File: src/rtl/irq_steer_pkg.sv
package irq_steer_pkg;

    typedef enum logic [0:0] {
        DM_IDLE  = 1'b0,
        DM_GRANT = 1'b1
    } dma_state_e;

    localparam int unsigned REG_FLAG_CLR  = 0;
    localparam int unsigned REG_FLAG_SET  = 1;
    localparam int unsigned REG_IRQ_EN    = 2;
    localparam int unsigned REG_DMA_EN    = 3;
    localparam int unsigned REG_PRIO_BASE = 4;

endpackage

File: src/rtl/irq_cause_bank.sv
module irq_cause_bank
    import irq_steer_pkg::*;
#(
    parameter int N_SRC  = 8,
    parameter int PRIO_W = 3,
    parameter int AW     = 4,
    parameter int CH_W   = 3
) (
    input  logic                    clk,
    input  logic                    rst_n,
    input  logic [N_SRC-1:0]        src_evt,
    input  logic                    wr_en,
    input  logic [AW-1:0]           wr_addr,
    input  logic [N_SRC-1:0]        wr_data,
    input  logic [AW-1:0]           rd_addr,
    input  logic                    done_hit,
    input  logic [CH_W-1:0]         done_ch,
    output logic [N_SRC-1:0]        flags,
    output logic [N_SRC-1:0]        dreq,
    output logic [N_SRC-1:0]        irq_en,
    output logic [N_SRC-1:0]        dma_en,
    output logic [N_SRC*PRIO_W-1:0] prio,
    output logic [N_SRC-1:0]        rd_data
);

    logic [N_SRC-1:0]        flag_q, flag_d;
    logic [N_SRC-1:0]        dreq_q, dreq_d;
    logic [N_SRC-1:0]        ien_q;
    logic [N_SRC-1:0]        den_q;
    logic [N_SRC*PRIO_W-1:0] prio_q;

    // Next-state of the pending bits: software clear, software set,
    // completion hand-back, then events last so they win every collision.
    always_comb begin
        flag_d = flag_q;
        dreq_d = dreq_q;
        if (wr_en && wr_addr == AW'(REG_FLAG_CLR)) begin
            flag_d = flag_d & ~wr_data;
        end
        if (wr_en && wr_addr == AW'(REG_FLAG_SET)) begin
            flag_d = flag_d | wr_data;
        end
        if (done_hit) begin
            dreq_d[done_ch] = 1'b0;
            flag_d[done_ch] = 1'b1;
        end
        flag_d = flag_d | (src_evt & ~den_q);
        dreq_d = dreq_d | (src_evt & den_q);
    end

    always_ff @(posedge clk or negedge rst_n) begin
        if (!rst_n) begin
            flag_q <= '0;
            dreq_q <= '0;
        end else begin
            flag_q <= flag_d;
            dreq_q <= dreq_d;
        end
    end

    always_ff @(posedge clk or negedge rst_n) begin
        if (!rst_n) begin
            ien_q <= '0;
            den_q <= '0;
        end else if (wr_en) begin
            if (wr_addr == AW'(REG_IRQ_EN)) ien_q <= wr_data;
            if (wr_addr == AW'(REG_DMA_EN)) den_q <= wr_data;
        end
    end

    always_ff @(posedge clk or negedge rst_n) begin
        if (!rst_n) begin
            prio_q <= '0;
        end else if (wr_en) begin
            for (int k = 0; k < N_SRC; k++) begin
                if (wr_addr == AW'(REG_PRIO_BASE + k)) begin
                    prio_q[k*PRIO_W +: PRIO_W] <= wr_data[PRIO_W-1:0];
                end
            end
        end
    end

    always_comb begin
        rd_data = '0;
        if (rd_addr == AW'(REG_FLAG_CLR))      rd_data = flag_q;
        else if (rd_addr == AW'(REG_FLAG_SET)) rd_data = dreq_q;
        else if (rd_addr == AW'(REG_IRQ_EN))   rd_data = ien_q;
        else if (rd_addr == AW'(REG_DMA_EN))   rd_data = den_q;
        else begin
            for (int k = 0; k < N_SRC; k++) begin
                if (rd_addr == AW'(REG_PRIO_BASE + k)) begin
                    rd_data = N_SRC'(prio_q[k*PRIO_W +: PRIO_W]);
                end
            end
        end
    end

    assign flags  = flag_q;
    assign dreq   = dreq_q;
    assign irq_en = ien_q;
    assign dma_en = den_q;
    assign prio   = prio_q;

endmodule

File: src/rtl/irq_level_arb.sv
module irq_level_arb #(
    parameter int N_SRC    = 8,
    parameter int PRIO_W   = 3,
    parameter int VEC_W    = 8,
    parameter int VEC_BASE = 32,
    parameter int CH_W     = 3
) (
    input  logic                    clk,
    input  logic                    rst_n,
    input  logic [N_SRC-1:0]        flags,
    input  logic [N_SRC-1:0]        irq_en,
    input  logic [N_SRC*PRIO_W-1:0] prio,
    output logic                    irq_req,
    output logic [PRIO_W-1:0]       irq_lvl,
    output logic [VEC_W-1:0]        irq_vec
);

    logic              hit;
    logic [PRIO_W-1:0] best_lvl;
    logic [CH_W-1:0]   best_idx;

    // Scan from the top index down; ">=" lets a lower index take over a tie.
    always_comb begin
        hit      = 1'b0;
        best_lvl = '0;
        best_idx = '0;
        for (int i = N_SRC - 1; i >= 0; i--) begin
            if (flags[i] && irq_en[i] && prio[i*PRIO_W +: PRIO_W] != '0 &&
                prio[i*PRIO_W +: PRIO_W] >= best_lvl) begin
                hit      = 1'b1;
                best_lvl = prio[i*PRIO_W +: PRIO_W];
                best_idx = CH_W'(i);
            end
        end
    end

    always_ff @(posedge clk or negedge rst_n) begin
        if (!rst_n) begin
            irq_req <= 1'b0;
            irq_lvl <= '0;
            irq_vec <= '0;
        end else begin
            irq_req <= hit;
            irq_lvl <= hit ? best_lvl : '0;
            irq_vec <= hit ? (VEC_W'(VEC_BASE) + VEC_W'(best_idx)) : '0;
        end
    end

endmodule

File: src/rtl/irq_dma_fsm.sv
module irq_dma_fsm
    import irq_steer_pkg::*;
#(
    parameter int N_SRC = 8,
    parameter int CH_W  = 3
) (
    input  logic             clk,
    input  logic             rst_n,
    input  logic [N_SRC-1:0] dreq,
    input  logic [N_SRC-1:0] dma_en,
    input  logic             dma_done,
    output logic             dma_req,
    output logic [CH_W-1:0]  dma_ch,
    output logic             done_hit
);

    dma_state_e      state_q, state_d;
    logic            any_pend;
    logic [CH_W-1:0] pick;
    logic [CH_W-1:0] ch_q;

    // Fixed order, no levels: lowest pending index wins.
    always_comb begin
        any_pend = 1'b0;
        pick     = '0;
        for (int i = N_SRC - 1; i >= 0; i--) begin
            if (dreq[i] && dma_en[i]) begin
                any_pend = 1'b1;
                pick     = CH_W'(i);
            end
        end
    end

    always_comb begin
        state_d = state_q;
        unique case (state_q)
            DM_IDLE:  if (any_pend) state_d = DM_GRANT;
            DM_GRANT: if (dma_done) state_d = DM_IDLE;
            default:  state_d = DM_IDLE;
        endcase
    end

    always_ff @(posedge clk or negedge rst_n) begin
        if (!rst_n) state_q <= DM_IDLE;
        else        state_q <= state_d;
    end

    always_ff @(posedge clk or negedge rst_n) begin
        if (!rst_n)                              ch_q <= '0;
        else if (state_q == DM_IDLE && any_pend) ch_q <= pick;
    end

    always_comb begin
        dma_req  = (state_q == DM_GRANT);
        done_hit = (state_q == DM_GRANT) && dma_done;
        dma_ch   = ch_q;
    end

endmodule

File: src/rtl/irq_steer_ctrl.sv
module irq_steer_ctrl #(
    parameter int N_SRC    = 8,
    parameter int PRIO_W   = 3,
    parameter int VEC_W    = 8,
    parameter int VEC_BASE = 32,
    parameter int AW       = $clog2(N_SRC + 4),
    parameter int CH_W     = (N_SRC > 1) ? $clog2(N_SRC) : 1
) (
    input  logic              clk,
    input  logic              rst_n,
    input  logic [N_SRC-1:0]  src_evt,
    input  logic              wr_en,
    input  logic [AW-1:0]     wr_addr,
    input  logic [N_SRC-1:0]  wr_data,
    input  logic [AW-1:0]     rd_addr,
    output logic [N_SRC-1:0]  rd_data,
    input  logic              dma_done,
    output logic              irq_req,
    output logic [PRIO_W-1:0] irq_lvl,
    output logic [VEC_W-1:0]  irq_vec,
    output logic              dma_req,
    output logic [CH_W-1:0]   dma_ch
);

    logic [N_SRC-1:0]        flags_w;
    logic [N_SRC-1:0]        dreq_w;
    logic [N_SRC-1:0]        ien_w;
    logic [N_SRC-1:0]        den_w;
    logic [N_SRC*PRIO_W-1:0] prio_w;
    logic                    done_hit_w;

    irq_cause_bank #(
        .N_SRC(N_SRC), .PRIO_W(PRIO_W), .AW(AW), .CH_W(CH_W)
    ) u_bank (
        .clk(clk), .rst_n(rst_n), .src_evt(src_evt),
        .wr_en(wr_en), .wr_addr(wr_addr), .wr_data(wr_data),
        .rd_addr(rd_addr), .done_hit(done_hit_w), .done_ch(dma_ch),
        .flags(flags_w), .dreq(dreq_w), .irq_en(ien_w), .dma_en(den_w),
        .prio(prio_w), .rd_data(rd_data)
    );

    irq_level_arb #(
        .N_SRC(N_SRC), .PRIO_W(PRIO_W), .VEC_W(VEC_W),
        .VEC_BASE(VEC_BASE), .CH_W(CH_W)
    ) u_larb (
        .clk(clk), .rst_n(rst_n), .flags(flags_w), .irq_en(ien_w),
        .prio(prio_w), .irq_req(irq_req), .irq_lvl(irq_lvl), .irq_vec(irq_vec)
    );

    irq_dma_fsm #(
        .N_SRC(N_SRC), .CH_W(CH_W)
    ) u_dfsm (
        .clk(clk), .rst_n(rst_n), .dreq(dreq_w), .dma_en(den_w),
        .dma_done(dma_done), .dma_req(dma_req), .dma_ch(dma_ch),
        .done_hit(done_hit_w)
    );

endmodule

File: config.mk
export PLATFORM = sky130hd
export DESIGN_NAME = irq_steer_ctrl
export DESIGN_NICKNAME = d
export VERILOG_FILES = /design/src/rtl/irq_steer_pkg.sv /design/src/rtl/irq_cause_bank.sv /design/src/rtl/irq_level_arb.sv /design/src/rtl/irq_dma_fsm.sv /design/src/rtl/irq_steer_ctrl.sv
export SDC_FILE = /design/constraint.sdc
export NUM_CORES = 1
export LEC_CHECK = 0
export BUFFER_PORTS_ARGS = -buffer_cell sky130_fd_sc_hd__buf_2
export CORE_MARGIN = 5
export CORE_UTILIZATION = 25
export CTS_BUF_LIST = sky130_fd_sc_hd__clkbuf_2
export CTS_CLUSTER_DIAMETER = 50
export DETAILED_ROUTE_END_ITERATION = 10
export SYNTH_ARGS = -nofsm -noshare
export SYNTH_HDL_FRONTEND = slang
export SYNTH_SLANG_ARGS = --single-unit
File: constraint.sdc
create_clock -name clk -period 16.2 [get_ports clk]
set_input_delay 3.24 -clock clk [delete_from_list [all_inputs] [get_ports clk]]
set_output_delay 3.24 -clock clk [all_outputs]
set_load 0.02 [all_outputs]
# Word level (Yosys, flattened, before mapping)
# Cells that the tools add are included.
[totals] ff_bits=72 latch_bits=0 ramBits=0 romBits=0 word_cells=182 mem_count=0
[classes] n_addsub=1 multipliers=0 div_mod_pow=0 n_lt_le_gt_ge=10 eq_ne=22 shifts=0 muxes=63 n_bitwise=12 n_reduce_logical=57
[op_table] operator="$mux W3" n=33
[op_table] operator="$mux W8" n=9
[op_table] operator="$logic_and A1 B1 Y1" n=37
[op_table] operator="$and A8 B8 Y8" n=4
[op_table] operator="$eq A4 B3 Y1 const B" n=8
[op_table] operator="$eq A4 B4 Y1 const B" n=8
[op_table] operator="$or A8 B8 Y8" n=4
[op_table] operator="$not A8 Y8" n=3
[op_table] operator="$reduce_bool A3 Y1" n=8
[op_table] operator="$ge A3 B3 Y1" n=7
[op_table] operator="$reduce_and A2 Y1" n=10
[op_table] operator="$mux W1" n=19
[op_table] operator="$eq A4 B2 Y1 const B" n=4
[op_table] operator="$eq A4 B1 Y1 const B" n=2
[op_table] operator="$logic_not A4 Y1" n=2
[op_table] operator="$add A6 B3 Y7 const A" n=1
[op_table] operator="$ge A3 B1 Y1 const B" n=2
[op_table] operator="$lt A3 B4 Y1 const B" n=1
[op_table] operator="$demux W1 S3" n=1
[op_table] operator="$pmux W1 S2" n=1
[op_table] operator="$not A1 Y1" n=1

# Logic depth before layout (Yosys ltp)
# Gate-level depths: netlist of the first run.
[logic_depth] ltp_word=27 ltp_mapped=53 ltp_nobuf=53

# Modules after synthesis
# From an unflattened synthesis of the first run, not the netlist that was laid out.
[hier_totals] cells_unflattened=439 hier_area_um2=4599.4
[modules_own_cells] mod="irq_cause_bank" instances=1 cells_each=234 area_each_um2=2880.3 seq_area_each_um2=1401.3
[modules_own_cells] mod="irq_level_arb" instances=1 cells_each=178 area_each_um2=1453.9 seq_area_each_um2=175.2
[modules_own_cells] mod="irq_dma_fsm" instances=1 cells_each=27 area_each_um2=265.3 seq_area_each_um2=100.1

# Worst setup path before layout of the first run
# No wires, ideal clock.
[synth_path] path_kind="reg2reg" start="reg u_bank.flag_q[7] (netlist: u_bank.flags[7])" end="reg u_larb.irq_vec[5]" setup_ps=127 arrival_time_ps=8879 required_time_ps=16073 path_slack_ps=7194 stages_incl_launch_ff=50 n_path_buf=0 path_cell_list="dfrtp_1 -> and2_1 -> nand2_1 -> ha_1 -> nand2_1 -> o21a_4 -> or3_2 -> nand2_1 -> ha_1 -> nand2b_1 -> a31oi_1 -> nor2_1 -> a21oi_4 -> nor2_1 -> a31oi_1 -> ha_1 -> nand2b_1 -> o21ai_0 -> [... 14 more ...] -> a211oi_2 -> a21oi_1 -> ha_1 -> nand2b_1 -> a21o_1 -> a21oi_1 -> nor2_1 -> clkinv_1 -> o21ai_0 -> o22ai_1 -> ha_1 -> nand2b_1 -> a21o_1 -> a21oi_1 -> nor2_1 -> nor2_1 -> nand3_1 -> nand3b_1"
[synth_between] word_cells_on_any_way=42
[synth_rtl] element="start: declaration" line="irq_cause_bank.sv:26" rtl="logic [N_SRC-1:0] flag_q, flag_d;"
[synth_rtl] element="start signal: assignment" line="irq_cause_bank.sv:56" rtl="flag_q <= flag_d;"
[synth_rtl] element="$logic_and A1 B1 Y1 (*) (3 in a row)" line="irq_level_arb.sv:28" rtl="if (flags[i] && irq_en[i] && prio[i*PRIO_W +: PRIO_W] != '0 &&"
[synth_rtl] element="$mux W3" line="irq_level_arb.sv:28"
[synth_rtl] element="$ge A3 B3 Y1" line="irq_level_arb.sv:29" rtl="prio[i*PRIO_W +: PRIO_W] >= best_lvl) begin"
[synth_rtl] element="$logic_and A1 B1 Y1" line="irq_level_arb.sv:28"
[synth_rtl] element="$mux W3" line="irq_level_arb.sv:28"
[synth_rtl] element="$ge A3 B3 Y1" line="irq_level_arb.sv:29"
[synth_rtl] element="$logic_and A1 B1 Y1" line="irq_level_arb.sv:28"
[synth_rtl] element="$mux W3" line="irq_level_arb.sv:28"
[synth_rtl] element="[... 9 more ...]"
[synth_rtl] element="$ge A3 B3 Y1" line="irq_level_arb.sv:29"
[synth_rtl] element="$logic_and A1 B1 Y1" line="irq_level_arb.sv:28"
[synth_rtl] element="$mux W3" line="irq_level_arb.sv:28"
[synth_rtl] element="$ge A3 B3 Y1" line="irq_level_arb.sv:29"
[synth_rtl] element="$logic_and A1 B1 Y1" line="irq_level_arb.sv:28"
[synth_rtl] element="$mux W1 (*)" line="irq_level_arb.sv:28"
[synth_rtl] element="named net u_larb.hit" line="irq_level_arb.sv:18" rtl="logic hit;"
[synth_rtl] element="$mux W8 (*)" line="irq_level_arb.sv:45" rtl="irq_vec <= hit ? (VEC_W'(VEC_BASE) + VEC_W'(best_idx)) : '0;"
[synth_rtl] element="end signal: assignment" line="irq_level_arb.sv:45"
[synth_rtl] element="end: declaration" line="irq_level_arb.sv:15" rtl="output logic [VEC_W-1:0] irq_vec"
# The timed path passes the listed nets; every way through them passes the cells marked *.
# A chain may end at the register's enable or synchronous reset.

# Worst setup path after layout of the first run
# Ends and elaborated chain as after synthesis.

==> summary.md, run 1 <==
| Metric | Value |
|---|---|
| Status | complete, no violations |
| H-tree levels | 3 |
| Setup TNS | 0 ns |
| Chip Height | ~140 um |
| Antenna violations before repair | 0 |
| Cell taking the most area after synthesis | dfrtp_1 |
| Pre-CTS setup slack | 6.11 ns |
| CP peak stage delay | 0.44 ns |
| P&R area growth vs syn | 13.2% |
| Gr ovfl total | 0 |
| CP max stage cell | dfrtp_1 |
| Post-Syn Instances | 452 |
| Root buffer cell | clkbuf_2 |
| DR vias | 3658 |
| Row cnt | 48 |
| Final wirelength | 11900 um |
| Critical Path RT | 16.62 ns |
| Worst Clk Skew | about 0.018 ns |
| # diodes | 0 |
| RSZ-0062 raised after global routing | no |
| Global-route usage over all layers | 11.9% |
| Synth Warn # | 0 |
| Resized cells post-CTS | 0 |
| Largest net degree at the start of global routing | 68 |
| Tcrit/Tclk final | a little under two thirds |
| Die Wd | 142 um |
| Layout cell share with drive strength beyond 1 | about 26% |
| Worst r2r src | u_bank.flags[7] |
| Crit end category | flop |
| Count of pins over their slew limit | 0 |
| Vias in the first global route | 3497 |
| Worst skew pair latency | 0.52 ns |
| IO Pins | 52 |
| CP Class | flop to flop |
| Post-synthesis instance area | 4380 um2 |
| Most common flop cell mapped by yosys | dfrtp_1 |
| Total Power | 0.000739 W |
| Slew @ Worst Pin | 0.954 ns |
| Hpwl dp | 9220 um |
| Post-synthesis cell type count | 68 |
| Port-buffer cells | 47 |
| Non-Filler Instances | 730 |
| R2r setup slk | 5.91 ns |
| Crit path launch type | flop |
| Critical path arrival | 10.70 ns |
| Syn avg cell area | between 9 and 10 um2 |
| Yosys top cell area share | 38.3% |
| Placed Cells incl. Taps | approximately 710 |
| Clock transition at the registers of the reported paths | 0.21 ns |
| Leak | between 2 and 2.5 nW |
| DRC Markers | 0 |
| 1st-iter DRT viols | 277 |
| Most frequent cells in the layout | 67 x dfrtp_1, 48 x nand2_1, 47 x buf_2 |
| ANT nets after route | 0 |
| Post-synth ARST share | 100% |
| Fmax | 97.2 MHz |
| Worst setup margin | approximately 5.9 ns |
| Initial core utilization | 25.4% |
| Reg2Reg Depth | between 50 and 60 |
| Slew headroom | 36.2% |
| Critical R2R Capture | u_larb.irq_vec[5] |
| Maxcap violations | 0 |
| Die ar. | ~20000 um2 |
| Clock tree sinks | 67 |
| Leading post-synthesis cells by cell area | dfrtp_1 38%, mux2_2 8.5%, o21ai_0 4.3% |
| First-pass GRT wire length | 19000 um |
| Core Region | 17200 um2 |
| IR drop worst, VDD | slightly below 80 uV |
| Hold WC Path Type | flop to flop |
| Final min period | 10.29 ns |
| Critical Path Most Common Cell | ha_1 |
| Clk buf depth | 2 |
| Final Hold Viols | 0 |
| Commonest non-fill, non-tap cell in the layout | dfrtp_1 |
| DR WL/cell | between 15 and 20 um |
| Count of final setup violators | 0 |
| CTS Buf Count | 9 |
| Setup crit end | u_larb.irq_vec[5] |
| DRT Pass-1 Iters | 5 |
| EDFF count, synth | 0 |
| Sequential share of the synthesized area | 38.3% |
| Crit path max fanout | 8 |
| Via density per instance | ~5.0 |
| GP Congestion | approximately 0.85 |
| Final net count | 542 |
| CTS tree | yes |
| PwrDens | around 150 nW/um2 |
| Seq cells post-synth | 67 |
| Setup Buffers After CTS | 0 |
| Setup crit start | u_bank.flags[7] |
| Cts hold-fix bufs | 0 |
| Fillers | 1791 |
==> sequential cells by signal, summed over array words and instances (netlist names) <==
register,cells
u_bank.irq_en,8
u_bank.dreq,8
u_dfsm.dma_req,1
u_bank.prio,24
u_larb.irq_vec,4
u_bank.dma_en,8
u_bank.flags,8
u_larb.irq_lvl,3
u_dfsm.dma_ch,3
==> synthesized netlist by cell type, types with 4 or more instances <==
master and count:
dfrtp_1 67, nand2_1 48, o21ai_0 38, nor2_1 35, mux2_2 33, inv_1 22
a21oi_1 19, nand3_1 16, ha_1 14, nand2b_1 10, a22o_1 9, a221o_1 8
and2_1 8, mux4_2 8, clkbuf_1 7, mux2i_1 7, a21o_1 6, a22oi_1 6
and3_1 6, nor2b_1 6, buf_4 5, nand3b_1 4, nor3_1 4, or2_2 4
==> stage by stage <==
step,hold WS [ns],util [%],instance area (um2)
after detailed placement,0.517,28.1,4840
after CTS,0.567,28.7,4950
after floorplan,0.494,-,4390
after global placement,0.512,28.1,4840
after global routing,0.585,28.7,4950
final,0.568,28.7,4950
==> area by class of cell <==
type,instances,area [um2],area share (%)
inverters,23,86.3,1.74
flip-flops and latches,67,1680,33.9
repair buffers,48,243,4.90
clock buffers,9,45.0,0.910
multi-input cells,351,2550,51.5
clock inverters,7,67.6,1.36
well taps,225,282,5.68
==> layer usage <==
layer | track usage, % | routed length, um
met1 | 17.7 | 5970
met3 | 2.86 | 696
met4 | 2.10 | 97
met5 | 0 | 0
met2 | 17.7 | 5170
==> critical path, delay by kind of cell (launching register included) <==
kind,cells,cell delay [ns]
flip-flops,1,0.44
adder cells (fa/ha/maj),7,1.93
AND/OR/NAND/NOR,20,2.80
buffers and inverters,1,0.15
AO/OA/AOI/OAI,24,4.83
==> power by group <==
group / internal [W] / leakage [nW] / total (W) / switching [W]
registers: 0.000215 / 0.768 / 0.000274 / 0.0000589
clock network: 0.0000350 / 0.0657 / 0.0000998 / 0.0000648
logic: 0.000164 / 1.28 / 0.000365 / 0.000201
total: 0.000414 / 2.12 / 0.000739 / 0.000325
==> how the worst min path moves through the flow <==
stage / startpoint / end / slack, ns / cells after the start
floorplan: u_bank.flags[0] / u_bank.flags[0] / 0.49 / 1
global placement: u_dfsm.dma_ch[0] / u_dfsm.dma_ch[0] / 0.51 / 1
detailed placement: u_dfsm.dma_ch[0] / u_dfsm.dma_ch[0] / 0.52 / 1
CTS: u_dfsm.dma_ch[0] / u_dfsm.dma_ch[0] / 0.57 / 1
global route: u_dfsm.dma_ch[0] / u_dfsm.dma_ch[0] / 0.58 / 1
finish: u_dfsm.dma_ch[0] / u_dfsm.dma_ch[0] / 0.57 / 1
==> logic make-up after synthesis <==
group / after synthesis / synth area share [%]
AND/OR/NAND/NOR: 152 / 17.2
flip-flops: 67 / 38.3
adder cells (fa/ha/maj): 15 / 4.23
multiplexers: 49 / 14.6
AO/OA/AOI/OAI: 131 / 22.0
other: 1 / 0.0857
buffers and inverters: 37 / 3.60
Note: power is estimated with default switching activity, not from simulation.
==> inputs of run 2 (changes only) <==
==> constraint.sdc (replaced) <==
create_clock -name clk -period 9.1 [get_ports clk]
set_input_delay 1.82 -clock clk [delete_from_list [all_inputs] [get_ports clk]]
set_output_delay 1.82 -clock clk [all_outputs]
set_load 0.02 [all_outputs]
==> run 2 against run 1 <==
  * Worst setup slack got worse by 5.6 ns
  * Largest power group unchanged
  * Register-to-register slack got worse by 5.6 ns
  * Critical path type unchanged
  * Combinational power increased to 2.6 times the previous value
  * Total power increased by 110%
  * Fmax increased by 18%
  * Count of clock-buffer cells in the layout increased by 1
  * Die area unchanged
  * Critical endpoint unchanged
  * Clock skew increased by 0.0067 ns
  * Critical path depth decreased by 2
  * Core utilization increased by 3.2 points
  * Design area increased by 11%
  * Clock power increased by 46%
==> summary.md, run 2 (synthesized netlist as in run 1, its figures left out) <==
| Metric | Value |
|---|---|
| Reg2Reg Depth | 50 (-3.8%) |
| Status | complete, no violations |
| H-tree levels | 3 (unchanged) |
| Critical Path Most Common Cell | nand2b_4 |
| Most frequent cells in the layout | 67 x dfrtp_1, 47 x buf_2, 44 x nand2_1 |
| DRC Markers | 0 (unchanged) |
| Root buffer cell | clkbuf_2 |
| Final wirelength | 13100 um (+9.6%) |
| Clk pwr share | 9.3% (-4.2 points) |
| Critical Path RT | 9.52 ns (-7.10 ns) |
| Worst setup margin | 0.347 ns (-5.57 ns) |
| Chip Height | 142 um (unchanged) |
| Via density per instance | 5.04 (+0.56%) |
| PwrDens | 285 nW/um2 (+91%) |
| Clock transition at the registers of the reported paths | 0.19 ns (-0.02 ns) |
| Pre-CTS setup slack | -0.160 ns (-6.27 ns) |
| Hold WC Path Type | flop to flop |
| Vias in the first global route | 3789 (+8.4%) |
| DR WL/cell | 17.1 um (+4.5%) |
| P&R area growth vs syn | 25.7% |
| DRT Pass-1 Iters | 5 (unchanged) |
| Count of final setup violators | 0 (unchanged) |
| Total Power | 0.00157 W (+110%) |
| CTS tree | yes |
| # diodes | 0 (unchanged) |
| DR vias | 3860 (+5.5%) |
| Gr ovfl total | 0 (unchanged) |
| Core Region | 17200 um2 (unchanged) |
| Critical path arrival | 9.17 ns (-1.53 ns) |
| Crit end category | flop |
| Die Wd | 142 um (unchanged) |
| CP peak stage delay | 0.42 ns (-0.02 ns) |
| Net Sw Power | 0.000679 W (+110%) |
| Crit path launch type | flop |
| CP Class | flop to flop |
| CP max stage cell | dfrtp_1 |
| Leak | 2.36 nW (+11%) |
| Clock tree sinks | 67 (unchanged) |
| Die ar. | 20200 um2 (unchanged) |
| First-pass GRT wire length | 20500 um (+8.0%) |
| Global-route usage over all layers | 12.7% (+0.84 points) |
| Crit path max fanout | 4 (-4) |
| Count of pins over their slew limit | 0 (unchanged) |
| Port-buffer cells | 47 (unchanged) |
| Layout cell share with drive strength beyond 1 | 38.3% (+13 points) |
| Final min period | 8.75 ns (-1.53 ns) |
| Fmax | 114 MHz (+18%) |
| Switching power share of the total | 43.3% (-0.70 points) |
| Worst Clk Skew | 0.0242 ns (+0.00671 ns) |
| Worst skew pair latency | 0.53 ns (about the same) |
| Tcrit/Tclk final | 96.2% (+33 points) |
| Worst hold path cell count | 1 (unchanged) |
| Slew @ Worst Pin | 1.10 ns (+0.144 ns) |
| Final net count | 579 (+6.8%) |
| Pint | 0.000890 W (+120%) |
| Sequential group share of total power | 31.0% (-6.1 points) |
| Commonest non-fill, non-tap cell in the layout | dfrtp_1 |
| Largest net degree at the start of global routing | 68 (unchanged) |
| Slew headroom | 26.3% (-9.9 points) |
| Clk buf depth | 2 (unchanged) |
| IR drop worst, VDD | 140 uV (+80%) |
| Maxcap violations | 0 (unchanged) |
| Antenna violations before repair | 1 (+1) |
| Setup TNS | 0 ns (unchanged) |
| Row cnt | 48 (unchanged) |
| R2r setup slk | 0.35 ns (-5.57 ns) |
| Hpwl dp | 9540 um (+3.4%) |
| Initial core utilization | 25.4% (unchanged) |
| Design Area, Final | 5500 um2 (+11%) |
| Gate power share | 59.7% (+10 points) |
| Final Hold Viols | 0 (unchanged) |
| Placed standard-cell area | 4980 um2 (+2.9%) |
| 1st-iter DRT viols | 234 (-16%) |
| Placed Cells incl. Taps | 733 (+2.7%) |
| Max FFs per register | 24 (unchanged) |
| IO Pins | 52 (unchanged) |
| ANT nets after route | 0 (unchanged) |
| GP Congestion | 0.804 (-5.9%) |
| CTS Buf Count | 9 (unchanged) |
| Non-Filler Instances | 766 (+4.9%) |
[run 2: changes by cell type in the layout (fill, tap and decap cells not counted), moves of 3 or more]
cell	change
o21ai_0	-7
ha_4	+5
buf_4	+35
nand2b_1	-6
nor2_1	-3
o21ai_2	+7
nand2_1	-4
nand2b_4	+6
ha_1	-5
[run 2: path summary, 6_finish.rpt]
path                                   from                 to
setup / recovery           u_bank.irq_en[7]  u_larb.irq_vec[5]
setup reg to reg           u_bank.irq_en[7]  u_larb.irq_vec[5]
hold reg to reg            u_dfsm.dma_ch[0]   u_dfsm.dma_ch[0]
hold / removal             u_dfsm.dma_ch[0]   u_dfsm.dma_ch[0]
max in group asynchronous             rst_n   u_bank.irq_en[7]
min in group asynchronous             rst_n  u_larb.irq_vec[5]
[run 2: layer usage]
layer | share of wire [%] | global-route usage [%] | vias to the layer above
met1 | 47 | 18.0 | 1906
met4 | 1.1 | 2.40 | 2
met5 | 0.076 | 0 | -
met2 | 47 | 20.0 | 98
li1 | - | - | 1838
met3 | 5.3 | 3.09 | 16
[run 2: cell type report]
class / count / area (um2)
Clock inverter: 5 / 31.3
Timing Repair Buffer: 85 / 528
Tap cell: 225 / 282
Sequential cell: 67 / 1680
Multi-Input combinational cell: 351 / 2840
Clock buffer: 10 / 50.0
Fill cell: 1797 / 11700
Inverter: 23 / 87.6
[run 2: power groups by stage]
stage	logic [W]	registers (W)	clock network, W
3_5_place_dp	0.000707	0.000487	0
3_3_place_gp	0.000706	0.000487	0
4_1_cts	0.000783	0.000480	0.000153
6_report	0.000937	0.000487	0.000146
2_1_floorplan	0.000479	0.000487	0
5_1_grt	0.00102	0.000501	0.000166
[run 2: critical path, delay by kind of cell, from the launching register on]
kind | cells | cell delay [ns]
buf+inv | 2 | 0.27
simple gates | 20 | 2.72
compound gates | 21 | 3.37
flops | 1 | 0.42
fa+ha+maj | 7 | 1.88
[run 2: per-stage QoR]
step           hold WS, ns  utilization, %
6_report             0.563            31.9
4_1_cts              0.571            30.1
3_3_place_gp         0.518            28.9
5_1_grt              0.610            31.9
3_5_place_dp         0.535            28.9
2_1_floorplan        0.494               -
[run 2: repair_timing]
item                       CTS  global route
pin swaps                    3            37
resized for setup            9            52
buffers inserted            13             6
hold buffers                 0             0
setup endpoints to repair    7             7
